<file path="src/rtl/sbc_pkg.sv">
package sbc_pkg;
  typedef enum logic [1:0] {
    MODE_ACTIVE  = 2'd0,
    MODE_PENDING = 2'd1,
    MODE_STANDBY = 2'd2
  } mode_t;
endpackage

</file>
<file path="src/rtl/sbc_sync2.sv">
module sbc_sync2 #(
  parameter int unsigned WIDTH = 2
) (
  input  logic             clk,
  input  logic             rst_n,
  input  logic [WIDTH-1:0] async_i,
  output logic [WIDTH-1:0] sync_o
);
  logic [WIDTH-1:0] meta_q;
  logic [WIDTH-1:0] stab_q;

  always_ff @(posedge clk or negedge rst_n) begin
    if (!rst_n) begin
      meta_q <= '1;
      stab_q <= '1;
    end else begin
      meta_q <= async_i;
      stab_q <= meta_q;
    end
  end

  assign sync_o = stab_q;
endmodule

</file>
<file path="src/rtl/sbc_qual_filter.sv">
module sbc_qual_filter #(
  parameter int unsigned SAMPLE = 8
) (
  input  logic clk,
  input  logic rst_n,
  input  logic line_i,
  output logic q_low_o,
  output logic q_high_o
);
  localparam int unsigned CW = $clog2(SAMPLE + 1);
  localparam logic [CW-1:0] CMAX = CW'(SAMPLE);

  logic          lvl_q, lvl_d;
  logic [CW-1:0] cnt_q, cnt_d;
  logic          cnt_en;
  logic          settled;

  assign settled = (cnt_q == CMAX);
  assign cnt_en  = (line_i != lvl_q) || !settled;

  always_comb begin
    lvl_d = lvl_q;
    cnt_d = cnt_q;
    if (line_i != lvl_q) begin
      lvl_d = line_i;
      cnt_d = '0;
    end else if (!settled) begin
      cnt_d = cnt_q + 1'b1;
    end
  end

  always_ff @(posedge clk or negedge rst_n) begin
    if (!rst_n) begin
      lvl_q <= 1'b1;
      cnt_q <= '0;
    end else if (cnt_en) begin
      lvl_q <= lvl_d;
      cnt_q <= cnt_d;
    end
  end

  assign q_low_o  = settled && !lvl_q;
  assign q_high_o = settled &&  lvl_q;


  low_needs_low_chk: assert property (@(posedge clk) disable iff (!rst_n)
    $rose(q_low_o) |-> $past(!line_i));


  qual_exclusive_chk: assert property (@(posedge clk) disable iff (!rst_n)
    !(q_low_o && q_high_o));
endmodule

</file>
<file path="src/rtl/sbc_mode_fsm.sv">
module sbc_mode_fsm
  import sbc_pkg::*;
#(
  parameter int unsigned DELAY = 20
) (
  input  logic clk,
  input  logic rst_n,
  input  logic wake_req_i,
  input  logic sleep_req_i,
  output logic standby_o,
  output logic pend_o
);
  localparam int unsigned DW = $clog2(DELAY + 1);
  localparam logic [DW-1:0] DLAST = DW'(DELAY - 1);

  mode_t         st_q, st_d;
  logic [DW-1:0] dcnt_q, dcnt_d;

  always_comb begin
    st_d   = st_q;
    dcnt_d = dcnt_q;
    unique case (st_q)
      MODE_ACTIVE: begin
        dcnt_d = '0;
        if (!wake_req_i && sleep_req_i) st_d = MODE_PENDING;
      end
      MODE_PENDING: begin
        if (wake_req_i) begin
          st_d   = MODE_ACTIVE;
          dcnt_d = '0;
        end else if (dcnt_q == DLAST) begin
          st_d   = MODE_STANDBY;
          dcnt_d = '0;
        end else begin
          dcnt_d = dcnt_q + 1'b1;
        end
      end
      MODE_STANDBY: begin
        dcnt_d = '0;
        if (wake_req_i) st_d = MODE_ACTIVE;
      end
      default: begin
        st_d   = MODE_ACTIVE;
        dcnt_d = '0;
      end
    endcase
  end

  always_ff @(posedge clk or negedge rst_n) begin
    if (!rst_n) begin
      st_q   <= MODE_ACTIVE;
      dcnt_q <= '0;
    end else begin
      st_q   <= st_d;
      dcnt_q <= dcnt_d;
    end
  end

  assign standby_o = (st_q == MODE_STANDBY);
  assign pend_o    = (st_q == MODE_PENDING);


  wake_to_active_chk: assert property (@(posedge clk) disable iff (!rst_n)
    wake_req_i |=> (st_q == MODE_ACTIVE));


  standby_via_pend_chk: assert property (@(posedge clk) disable iff (!rst_n)
    $rose(standby_o) |-> $past(pend_o));


  standby_hold_chk: assert property (@(posedge clk) disable iff (!rst_n)
    (standby_o && !wake_req_i) |=> standby_o);


  pend_needs_sleep_chk: assert property (@(posedge clk) disable iff (!rst_n)
    $rose(pend_o) |-> $past(sleep_req_i && !wake_req_i));
endmodule

</file>
<file path="src/rtl/standby_enable_ctrl.sv">
module standby_enable_ctrl #(
  parameter int unsigned NCH      = 2,
  parameter int unsigned SAMPLE   = 8,
  parameter int unsigned DELAY    = 20,
  parameter int unsigned WAKE_LAT = 16
) (
  input  logic           clk,
  input  logic           rst_n,
  input  logic [NCH-1:0] ctl_n_i,
  output logic           standby_o,
  output logic           hs_en_o,
  output logic           sleep_pend_o
);
  localparam int unsigned LW = $clog2(WAKE_LAT + 2);
  localparam logic [LW-1:0] LSAT  = LW'(WAKE_LAT);
  localparam logic [LW-1:0] LWORST = LW'(WAKE_LAT - 2);

  generate
    if (WAKE_LAT < SAMPLE + 4) begin : g_bad_lat
      $error("WAKE_LAT must be at least SAMPLE+4");
    end
    if (DELAY < 1) begin : g_bad_delay
      $error("DELAY must be at least 1");
    end
  endgenerate

  logic [NCH-1:0] line_s;
  logic [NCH-1:0] q_low, q_high;
  logic           wake_req, sleep_req;

  sbc_sync2 #(.WIDTH(NCH)) i_sync (
    .clk     (clk),
    .rst_n   (rst_n),
    .async_i (ctl_n_i),
    .sync_o  (line_s)
  );

  for (genvar c = 0; c < NCH; c++) begin : g_ch
    sbc_qual_filter #(.SAMPLE(SAMPLE)) i_filt (
      .clk      (clk),
      .rst_n    (rst_n),
      .line_i   (line_s[c]),
      .q_low_o  (q_low[c]),
      .q_high_o (q_high[c])
    );
  end

  assign wake_req  = |q_low;
  assign sleep_req = &q_high;

  sbc_mode_fsm #(.DELAY(DELAY)) i_fsm (
    .clk         (clk),
    .rst_n       (rst_n),
    .wake_req_i  (wake_req),
    .sleep_req_i (sleep_req),
    .standby_o   (standby_o),
    .pend_o      (sleep_pend_o)
  );

  assign hs_en_o = ~standby_o;

  // Wake-latency monitor: consecutive synchronised-low cycles per line.
  for (genvar c = 0; c < NCH; c++) begin : g_lat
    logic [LW-1:0] run_q;
    always_ff @(posedge clk or negedge rst_n) begin
      if (!rst_n)              run_q <= '0;
      else if (line_s[c])      run_q <= '0;
      else if (run_q != LSAT)  run_q <= run_q + 1'b1;
    end


    wake_latency_chk: assert property (@(posedge clk) disable iff (!rst_n)
      standby_o |-> (run_q <= LWORST));
  end


  enable_polarity_chk: assert property (@(posedge clk) disable iff (!rst_n)
    hs_en_o != standby_o);


  pend_standby_excl_chk: assert property (@(posedge clk) disable iff (!rst_n)
    !(sleep_pend_o && standby_o));
endmodule

</file>
<file path="config.mk">
export PLATFORM = sky130hd
export DESIGN_NAME = standby_enable_ctrl
export DESIGN_NICKNAME = d
export VERILOG_FILES = /design/src/rtl/sbc_pkg.sv /design/src/rtl/sbc_sync2.sv /design/src/rtl/sbc_qual_filter.sv /design/src/rtl/sbc_mode_fsm.sv /design/src/rtl/standby_enable_ctrl.sv
export SDC_FILE = /design/constraint.sdc
export NUM_CORES = 1
export LEC_CHECK = 0
export ABC_AREA = 1
export BUFFER_PORTS_ARGS = -buffer_cell sky130_fd_sc_hd__buf_2
export CORE_MARGIN = 4
export CORE_UTILIZATION = 35
export DETAILED_ROUTE_END_ITERATION = 7
export HOLD_SLACK_MARGIN = 0.06
export SYNTH_ARGS = -nofsm -noshare
export SYNTH_HDL_FRONTEND = slang
export SYNTH_SLANG_ARGS = --single-unit
</file>
<file path="constraint.sdc">
create_clock -name clk -period 2.87 [get_ports clk]
set_clock_uncertainty 0.1 [all_clocks]
set_input_delay 0.287 -clock clk [delete_from_list [all_inputs] [get_ports clk]]
set_output_delay 0.287 -clock clk [all_outputs]
set_load 0.005 [all_outputs]
</file>
Word level (Yosys, flattened, before mapping) --
Cells that the tools add are included.
Storage, ports and cells: register bits after elaboration 21, input bits 4
Operators by class: mux-type cells 12, bitwise operators 1, add/sub/neg operators 3, eq/ne operators 12, reductions and logical operators 20
Operators by type and width (number):
- 4-bit 2-to-1 mux | 4
- 5-bit 2-to-1 mux | 3
- 2-bit AND reduction | 5
- 4-bit by 1-bit adder with 4-bit output, second input constant | 2
- 4-bit equality test, second input constant | 2
- 2-bit 2-to-1 mux | 4
- 2-bit one-hot mux with 3 select lines | 1
- 5-bit by 1-bit adder with 5-bit output, second input constant | 1
- 5-bit equality test, second input constant | 1
- 1-bit logical AND | 5
- 1-bit logical NOT | 5
- 2-bit by 1-bit != test with 1-bit output, second input constant | 2
- 2-bit != test, second input constant | 2
- 3-bit by 1-bit != test with 1-bit output, second input constant | 1
- 3-bit AND reduction | 1
- 2-bit by 1-bit equality test with 1-bit output, second input constant | 1
- 2-bit equality test, second input constant | 1
- 2-bit logical NOT | 1
- 1-bit logical OR | 2
- 1-bit != test | 2
- 2-bit OR reduction | 1
- 1-bit inverter | 1

Longest topological paths before layout --
Gate-level depths: netlist of the first run.
depth after elaboration 7, gate-level depth with buffers 9, gate-level depth less buffers 9

By module --
Synthesis of the first run repeated with hierarchy kept, for this count alone.
Second synthesis, totals: cell total of the unflattened synthesis 130, area total of the unflattened synthesis 1091.0 um^2
By module, submodules not included:
- sbc_qual_filter | times used 2, cells each 38, sequential area each 126.4 um^2, area an instance 299.0 um^2
- sbc_mode_fsm | times used 1, cells each 44, sequential area each 175.2 um^2, area an instance 365.4 um^2
- sbc_sync2 | times used 1, cells each 4, sequential area each 105.1 um^2, area an instance 105.1 um^2
- standby_enable_ctrl | times used 1, cells each 6, sequential area each 0.0 um^2, area an instance 22.5 um^2

Worst setup path before layout of the first run --
OpenSTA, ideal clock, no wires.
path kind flip-flop to flip-flop, from register g_ch[0].i_filt.cnt_q[0], to register i_fsm.st_q[0], clock period less this slack 1.359 ns, stages on the path, launching flop included 9, setup time 0.124 ns, arrival time 1.135 ns, path slack 1.511 ns, required time 2.646 ns, path through dfrtp_1 > inv_1 > ha_1 > nand2_2 > nor2_4 > nand2_2 > nand2_2 > nor2_2 > o21bai_1
Between the ends: longest elaborated chain between the ends 7, elaborated cells between the ends (all ways) 13
RTL lines:
- start, declared | RTL line sbc_qual_filter.sv:14 | logic [CW-1:0] cnt_q, cnt_d;
- start signal, assigned | RTL line sbc_qual_filter.sv:38 | cnt_q <= cnt_d;
- 4-bit equality test (*) | RTL line sbc_qual_filter.sv:18 | assign settled = (cnt_q == CMAX);
- 1-bit logical AND | RTL line sbc_qual_filter.sv:42 | assign q_low_o = settled && !lvl_q;
- 2-bit OR reduction | RTL line standby_enable_ctrl.sv:48 | assign wake_req = |q_low;
- 1-bit logical NOT | RTL line sbc_mode_fsm.sv:25 | if (!wake_req_i && sleep_req_i) st_d = MODE_PENDING;
- 1-bit logical AND | RTL line sbc_mode_fsm.sv:25
- 2-bit by 1-bit != test with 1-bit output (no line)
- 3-bit AND reduction (no line)
- end signal, assigned | RTL line sbc_mode_fsm.sv:54 | st_q <= st_d;
- end, declared | RTL line sbc_mode_fsm.sv:16 | mode_t st_q, st_d;
Every way passes the cells marked *; elsewhere a longest branch is shown, timed or not. A chain may end at the register's enable or synchronous reset.

Final worst setup path of the first run --
from register i_fsm.st_q[1], to output hs_en_o
Between the ends: longest elaborated chain between the ends 2
RTL lines:
- 2-bit equality test | RTL line sbc_mode_fsm.sv:59 | assign standby_o = (st_q == MODE_STANDBY);
- 1-bit inverter | RTL line standby_enable_ctrl.sv:60 | assign hs_en_o = ~standby_o;
- end, declared | RTL line standby_enable_ctrl.sv:11 | output logic hs_en_o,
No other way between the ends.

==> results of run 1 <==
==> critical path: stages, from the launching register on <==
cell and delay [ns]:
sky130_fd_sc_hd__dfrtp_1 0.43, sky130_fd_sc_hd__inv_1 0.07, sky130_fd_sc_hd__nor2_1 0.19, sky130_fd_sc_hd__inv_1 0.05, sky130_fd_sc_hd__buf_2 0.12
==> flip-flops by register name, summed over array words and instances (netlist names) <==
register           cells
i_sync.meta_q          2
i_sync.sync_o          2
i_fsm.dcnt_q           5
g_ch.i_filt.lvl_q      2
g_ch.i_filt.cnt_q      8
i_fsm.st_q             2
==> path summary, 6_finish.rpt <==
kind                                    startpoint                      end  depth (start not counted)
max reg2reg                g_ch[0].i_filt.cnt_q[0]            i_fsm.st_q[0]                          8
max                                  i_fsm.st_q[1]                  hs_en_o                          4
min in group asynchronous                    rst_n  g_ch[0].i_filt.cnt_q[1]                          2
max in group asynchronous                    rst_n         i_sync.sync_o[1]                          2
min reg2reg                       i_sync.meta_q[1]         i_sync.sync_o[1]                          0
min                               i_sync.meta_q[1]         i_sync.sync_o[1]                          0
==> stage by stage <==
| step | cell area [um2] | utilization, % | total power [mW] | setup WS (ns) | std cells |
|---|---|---|---|---|---|
| 6_report | 1110 | 40.6 | 0.730 | 1.31 | 140 |
| 3_5_place_dp | 1050 | 38.4 | 0.596 | 1.39 | 133 |
| 5_1_grt | 1110 | 40.6 | 0.794 | 1.22 | 140 |
| 4_1_cts | 1110 | 40.6 | 0.747 | 1.30 | 140 |
| 3_3_place_gp | 1050 | 38.4 | 0.584 | 1.41 | 133 |
| 2_1_floorplan | 990 | - | 0.534 | 1.51 | 98 |
==> report_power, final <==
group / leakage, nW / switching, mW / internal [mW] / total [mW]
Clock: 0.0139 / 0.0888 / 0.0531 / 0.142
Sequential: 0.263 / 0.0429 / 0.342 / 0.385
Combinational: 0.235 / 0.116 / 0.0878 / 0.204
Total: 0.512 / 0.248 / 0.483 / 0.730
==> synthesized netlist by cell type, drive strengths merged <==
| master | number | area share, % |
|---|---|---|
| o21ai | 1 | 0.51 |
| nand2 | 10 | 5.1 |
| nand4 | 1 | 0.63 |
| clkbuf | 2 | 0.76 |
| dfstp | 6 | 16 |
| nor3 | 3 | 1.5 |
| xnor2 | 4 | 3.5 |
| a21oi | 1 | 0.51 |
| a211oi | 2 | 1.5 |
| xor2 | 5 | 4.4 |
| dfrtp | 15 | 38 |
| nor2 | 18 | 10 |
| o21bai | 1 | 0.76 |
| inv | 17 | 6.4 |
| nand3 | 7 | 4.0 |
| ha | 5 | 6.3 |
==> kinds of logic (layout without fill, tap and decap cells) <==
kind of cell | Yosys count | count (layout) | share of synthesized area [%]
buffers and inverters | 19 | 30 | 7.21
AND/OR/NAND/NOR | 39 | 39 | 21.4
flip-flops | 21 | 21 | 53.9
AO/OA/AOI/OAI | 5 | 5 | 3.29
XOR/XNOR | 9 | 9 | 7.96
adder cells (fa/ha/maj) | 5 | 5 | 6.32
==> per-layer routing <==
| metal | share of wire [%] | GRT usage [%] | vias to the layer above | routed length, um |
|---|---|---|---|---|
| li1 | - | - | 325 | - |
| met1 | 47 | 11.4 | 283 | 652 |
| met2 | 49 | 15.3 | 6 | 679 |
| met3 | 4.0 | 4.40 | 2 | 56 |
| met4 | 0.86 | 1.86 | 0 | 12 |
| met5 | 0 | 0 | - | 0 |
==> layout make-up <==
type / instances / share of cell area (%)
clock buffers: 3 / 2.03
clock inverters: 1 / 0.676
inverters: 17 / 5.74
multi-input cells: 58 / 34.7
flip-flops and latches: 21 / 48.0
well taps: 31 / 3.49
repair buffers: 9 / 5.41
==> timing repair <==
item	CTS	global route
hold endpoints to repair	17	0
gates resized for setup	0	0
hold buffers	3	0
==> results.md, run 1 <==
- The flow ran to the end, and the final reports show no timing, DRC or antenna violations.
- The tree built by TritonCTS fans out to 21 sinks.
- The total area inside the core boundary comes to 2730 um2.
- During I/O placement, the number of pins put on the boundary was 7.
- The fill cell instance count of the final layout is approximately 260.
- After floorplanning, the core was divided into 19 placement rows.
- The post-synth net total is roughly 110.
- The count of warnings emitted by yosys is 0.
- The die footprint is roughly 3700 um2.
- CTS placed an instance of sky130_fd_sc_hd__clkbuf_4 at the clock tree root.
- Detailed placement ended at an HPWL of between 1000 and 1500 um.
- The final cycle utilization of the critical path is between 50 and 60%.
- The pin slew with the least headroom to its limit is around 0.46 ns.
- The worst setup slack for register-to-register paths is between 1 and 1.5 ns.
- The worst setup path is of the flop to output port kind.
- The effective utilization at floorplan is a little over a third.
- The number of unique standard cell types used by synthesis is 21.
- The per-cell via count in the routed design is ~4.4.
- Max-cap violations in this run came to 0.
- The class of the worst hold path is flop to flop.
- The chip width is 61.2 um.
- The count of final hold-check violations came to 0.
- After clock tree synthesis, the setup repair step added 0 buffers.
- In this run the deepest clock path goes through 2 buffers.
- The weighted congestion reported at the end of routability-driven placement is around 0.80.
- The violation count after the first detailed-routing iteration is 14.
- At the worst endpoint, the required time is around 2.5 ns.
- The number of setup violations in the final report is 0.
- The number of port buffers is 6.
- Headroom to the max-slew limit came out at 69.5%.
- The global router's overall resource usage is a little under a tenth.
- The power per standard cell area is ~660 nW/um2.
- The area growth from synthesis to layout is 12.3%.
- The total wire length after detailed routing is around 1400 um.
- The total congestion overflow after global routing is 0.
- The average instance area after synthesis is just over 10 um2.
- Summed over all cells, the static leakage comes to between 0.5 and 0.6 nW.
- The layout cell share with drive strength beyond 1 is between 20% and 30%.
- The number of antenna diodes in the final layout is 0.
- The kind of start point of the critical path is a flop.
- The mapped netlist covers a little under 1000 um2.
- The H-tree depth is 1.
- The biggest fanout along the worst timing path is 3.
- Entering global routing, the biggest net connects 22 pins.
- The combined flip-flop and latch cell area is 533 um2.
- The post-route minimum period is 1.56 ns.
- The first-pass detailed-route iteration total is 4.
- The arrival time of data at the critical path endpoint is about 1.2 ns.
- IR analysis of the VDD net gives a maximum drop of about 560 uV.
- The sequential-to-total area share from yosys stat is between 50% and 60%.
- The number of antenna violations at the first check in global routing was 0.
- The number of global-route vias before repair is between 600 and 700.
- The library cells used most frequently in the layout, excluding fill and tap cells, are 15 x sky130_fd_sc_hd__inv_1, 15 x sky130_fd_sc_hd__dfrtp_1, 11 x sky130_fd_sc_hd__nor2_1.
- Counting the buffers created by CTS gives 3.
- The TritonCTS clock tree is done.
- The first-pass GRT wire length is between 2000 and 3000 um.
- Clock-pin slew was measured on the worst setup and hold paths at 0.12 ns.
- The post-route setup TNS is 0 ns.
- The max-slew violation total from the final report is 0.
- The maximum achievable frequency is around 640 MHz.
- The worst setup path is captured at an output port.
- The multi-input logic area is 385 um2.
- The tightest hold path in the finished design has a slack of ~0.26 ns.
- The count of nets left with antenna violations after detail routing is 0.
- After detailed routing, the average wire length per cell comes to ~10 um.
- Setup repair after global routing left no endpoint under its margin.
- The final route contains between 600 and 700 vias.
- Synthesis inferred 21 register bits.
- The clock insertion delay at the later pin of the skew report is about 0.30 ns.
- The cell count after synthesis came out at 98.
- After the last flow step, the layout net total stands at between 100 and 150.
- After detailed routing, the number of remaining DRC violations is 0.
- The die span in y is 61.2 um.
No activity file was read; power rests on OpenSTA's default activity.
==> inputs of run 2 (changes only) <==
Clock period 2.87 ns to 1.4 ns, I/O delays scaled along.
==> results.md, run 2 (same netlist as run 1, synthesis figures left out) <==
- The final cell count without fillers is 149 (was 140).
- The data required time of the critical path is 1.50 ns (was 2.48 ns).
- The floorplan row count came to 19 (unchanged).
- The I/O pin total is 7 (unchanged).
- The power per standard cell area was 1330 nW/um2 (was 657 nW/um2).
- The count of nets left with antenna violations after detail routing is 0 (unchanged).
- The final instance area was 1220 um2 (was 1110 um2).
- The count of placed standard cells including taps was 138 (was 133).
- The maximum cell stage delay along the critical path is 0.41 ns (was 0.43 ns).
- The placed wire-length estimate was 1110 um (was 1070 um).
- The final worst-path setup slack is 0.0143 ns (was 1.31 ns).
- The global router's overall resource usage is 10.1% (was 9.36%).
- The pin slew with the least headroom to its limit is 0.455 ns (was 0.458 ns).
- The final routed wire length divided by cell count was 10.1 um (was 10.0 um).
- The part of the total power dissipated in sequential elements is 48.0% (was 52.7%).
- The area growth from synthesis to layout is 22.9% (was 12.3%).
- The utilization after layout was 44.5% (was 40.6%).
- Commonest cells after routing, fill and taps aside: 15 x sky130_fd_sc_hd__dfrtp_1, 11 x sky130_fd_sc_hd__inv_1, 10 x sky130_fd_sc_hd__nor2_1, 9 x sky130_fd_sc_hd__buf_4 (was 15 x sky130_fd_sc_hd__inv_1, 15 x sky130_fd_sc_hd__dfrtp_1, 11 x sky130_fd_sc_hd__nor2_1).
- The fraction of power consumed by the clock network is 17.5% (was 19.4%).
- The effective utilization at floorplan was 36.2% (unchanged).
- The weighted congestion reported at the end of routability-driven placement was 0.794 (was 0.799).
- The total congestion overflow after global routing was 0 (unchanged).
- The cell occurring most often along the worst timing path was sky130_fd_sc_hd__nand2_2 (was sky130_fd_sc_hd__inv_1).
- The number of port buffers is 6 (unchanged).
- The final cycle utilization of the critical path is between 90% and 100%.
- The number of clock sinks was 21 (unchanged).
- The layout cell share with drive strength beyond 1 is 41.5% (was 28.4%).
- The worst slew margin relative to its limit was 69.6% (was 69.5%).
- The total wire length after detailed routing was 1510 um (was 1400 um).
- The total cell area at the placement stage was 1090 um2 (was 1050 um2).
- The max-cap violation count came to 0 (unchanged).
- Run status: finished, final reports clean (unchanged).
- The clock-pin slew of the registers on the worst-case setup and hold paths is 0.11 ns (was 0.12 ns).
- The largest delay contributor family on the critical path is simple AND/OR/NAND/NOR gates (was flip-flops).
- The multi-input logic area came to 425 um2 (was 385 um2).
- The via count of the routed design is 671 (was 616).
- The violation count after the first detailed-routing iteration is 14 (unchanged).
- The post-place setup slack is -0.0160 ns (was 1.39 ns).
- The switching portion of total power is 33.5% (was 33.9%).
- The count of final hold-check violations is 0 (unchanged).
- The number of antenna violations at the first check in global routing is 0 (unchanged).
- The biggest fanout along the worst timing path came to 5 (was 3).
- The die span in y is 61.2 um (unchanged).
- The number of buffers inserted during clock tree synthesis is 3 (unchanged).
- The net switching component of the power came to 0.540 mW (was 0.248 mW).
- The arrival time of data at the critical path endpoint is 1.49 ns (was 1.17 ns).
- The commonest non-fill, non-tap cell in the layout is sky130_fd_sc_hd__dfrtp_1.
- The clock insertion delay at the later pin of the skew report is 0.30 ns (about the same).
- The buffering stage count on the worst path with inverters included is 2 (was 3).
- The combined flip-flop and latch cell area came to 533 um2 (unchanged).
- The max-slew violation total from the final report is 0 (unchanged).
- The post-route setup TNS is 0 ns (unchanged).
- The die footprint is 3740 um2 (unchanged).
- The number of setup violations in the final report is 0 (unchanged).
- The DRC violation count after routing came to 0 (unchanged).
- The per-cell via count in the routed design was 4.50 (was 4.40).
- The worst-case vdd ir drop was 905 uV (was 558 uV).
- Registers with the most flip-flops: g_ch.i_filt.cnt_q: 8 flops, i_fsm.dcnt_q: 5 flops (unchanged).
- The pin count of the biggest net entering global routing is 22 (unchanged).
- Static timing analysis puts the maximum clock frequency at 722 MHz.
- The endpoint type of the worst setup path is a flop (was output port).
- The first-pass detailed-route iteration total came to 4 (unchanged).
- The H-tree depth was 1 (unchanged).
- The maximum clock path buffer count is 2 (unchanged).
- The register with the highest flop count was g_ch.i_filt.cnt_q (unchanged).
- The post-route minimum period is around 1.4 ns.
- The layout net count is 128 (was 119).
- The fill cell instance count of the final layout is 256 (was 262).
- Unrepaired setup endpoints after global routing: yes (was no).
- The kind of start point of the critical path is a flop (unchanged).
- The leakage power is 0.569 nW (was 0.512 nW).
- The TritonCTS clock tree is done (unchanged).
- The number of flip-flops in the largest register is 8 (unchanged).
- The highest-delay cell along the critical path is sky130_fd_sc_hd__dfrtp_1 (unchanged).
- The first-pass GRT wire length is 2690 um (was 2570 um).
- The area of the core is 2730 um2 (unchanged).
- The number of global-route vias before repair is 648 (was 617).
- The path type of the worst setup path was flop to flop (was flop to output port).
- Critical path, cell by cell: inv_2, ha_4, nand2_2, nor2_4, nand2_2, nand2_2, nor2_2, inv_2, nor2_1 (was inv_1, nor2_1, inv_1, buf_2).
- The count of antenna diodes in the layout is 0 (unchanged).
- The chip width was 61.2 um (unchanged).
- The proportion of power drawn by combinational gates came to 34.5% (was 27.9%).
- The cell-internal power is 1.07 mW (was 0.483 mW).
- The CTS root buffer is sky130_fd_sc_hd__clkbuf_4 (unchanged).
- The class of the worst hold path was primary input to asynchronous set/reset pin (was flop to flop).
[run 2: cell count changes in the layout (fill, tap and decap cells not counted), sizes merged]
cell / change
buf: +9
clkinv: +1
clkinvlp: -1
[run 2: metrics by stage]
stage                     hold WS [ns]  total power [mW]
after floorplan                 -0.256              1.09
after global placement          0.0159              1.23
after detailed placement        0.0239              1.25
after CTS                        0.211              1.59
after global routing             0.231              1.75
final                            0.204              1.61
[run 2: timing repair]
action                                  in CTS  in global routing
buffers inserted                             2                  2
endpoints found under the setup margin       8                 12
resized for setup                            8                  4
hold endpoints to repair                    23                  0
pin swaps                                    3                  6
hold buffers                                 3                  0
[run 2: final cells by class]
class,count,area share [%]
Multi-Input combinational cell,58,35.0
Clock inverter,1,0.412
Tap cell,31,3.19
Clock buffer,3,1.85
Timing Repair Buffer,18,10.5
Sequential cell,21,43.8
Inverter,17,5.25
[run 2: power by group through the flow]
| stage | clock network [mW] | registers (mW) | logic [mW] |
|---|---|---|---|
| finish | 0.283 | 0.774 | 0.556 |
| global route | 0.331 | 0.791 | 0.630 |
| CTS | 0.300 | 0.769 | 0.518 |
| detailed placement | 0 | 0.786 | 0.462 |
| global placement | 0 | 0.784 | 0.446 |
| floorplan | 0 | 0.781 | 0.314 |
[run 2: metal layers]
metal | wire (um) | global-route usage (%) | vias up
met2 | 730 | 15.7 | 7
li1 | - | - | 339
met4 | 17 | 3.72 | 0
met1 | 693 | 12.0 | 323
met3 | 64 | 5.03 | 2
met5 | 0 | 0 | -
[run 2: worst reg2reg max path, delay by kind of cell, from the launching register on]
| kind | cells | cell delay, ns |
|---|---|---|
| AND/OR/NAND/NOR | 6 | 0.46 |
| flip-flops | 1 | 0.41 |
| buffers and inverters | 2 | 0.19 |
| adder cells (fa/ha/maj) | 1 | 0.14 |
[run 2: worst paths after layout]
check,start,to,slack [ns],depth (start not counted)
worst max-delay path,g_ch[0].i_filt.cnt_q[0],i_fsm.dcnt_q[0],0.01,9
worst min-delay path,rst_n,g_ch[0].i_filt.cnt_q[3],0.20,2
worst max register to register,g_ch[0].i_filt.cnt_q[0],i_fsm.dcnt_q[0],0.01,9
max in group asynchronous,rst_n,i_sync.meta_q[0],0.65,2
min in group clk,i_sync.meta_q[1],i_sync.sync_o[1],0.26,0
worst min register to register,i_sync.meta_q[1],i_sync.sync_o[1],0.26,0
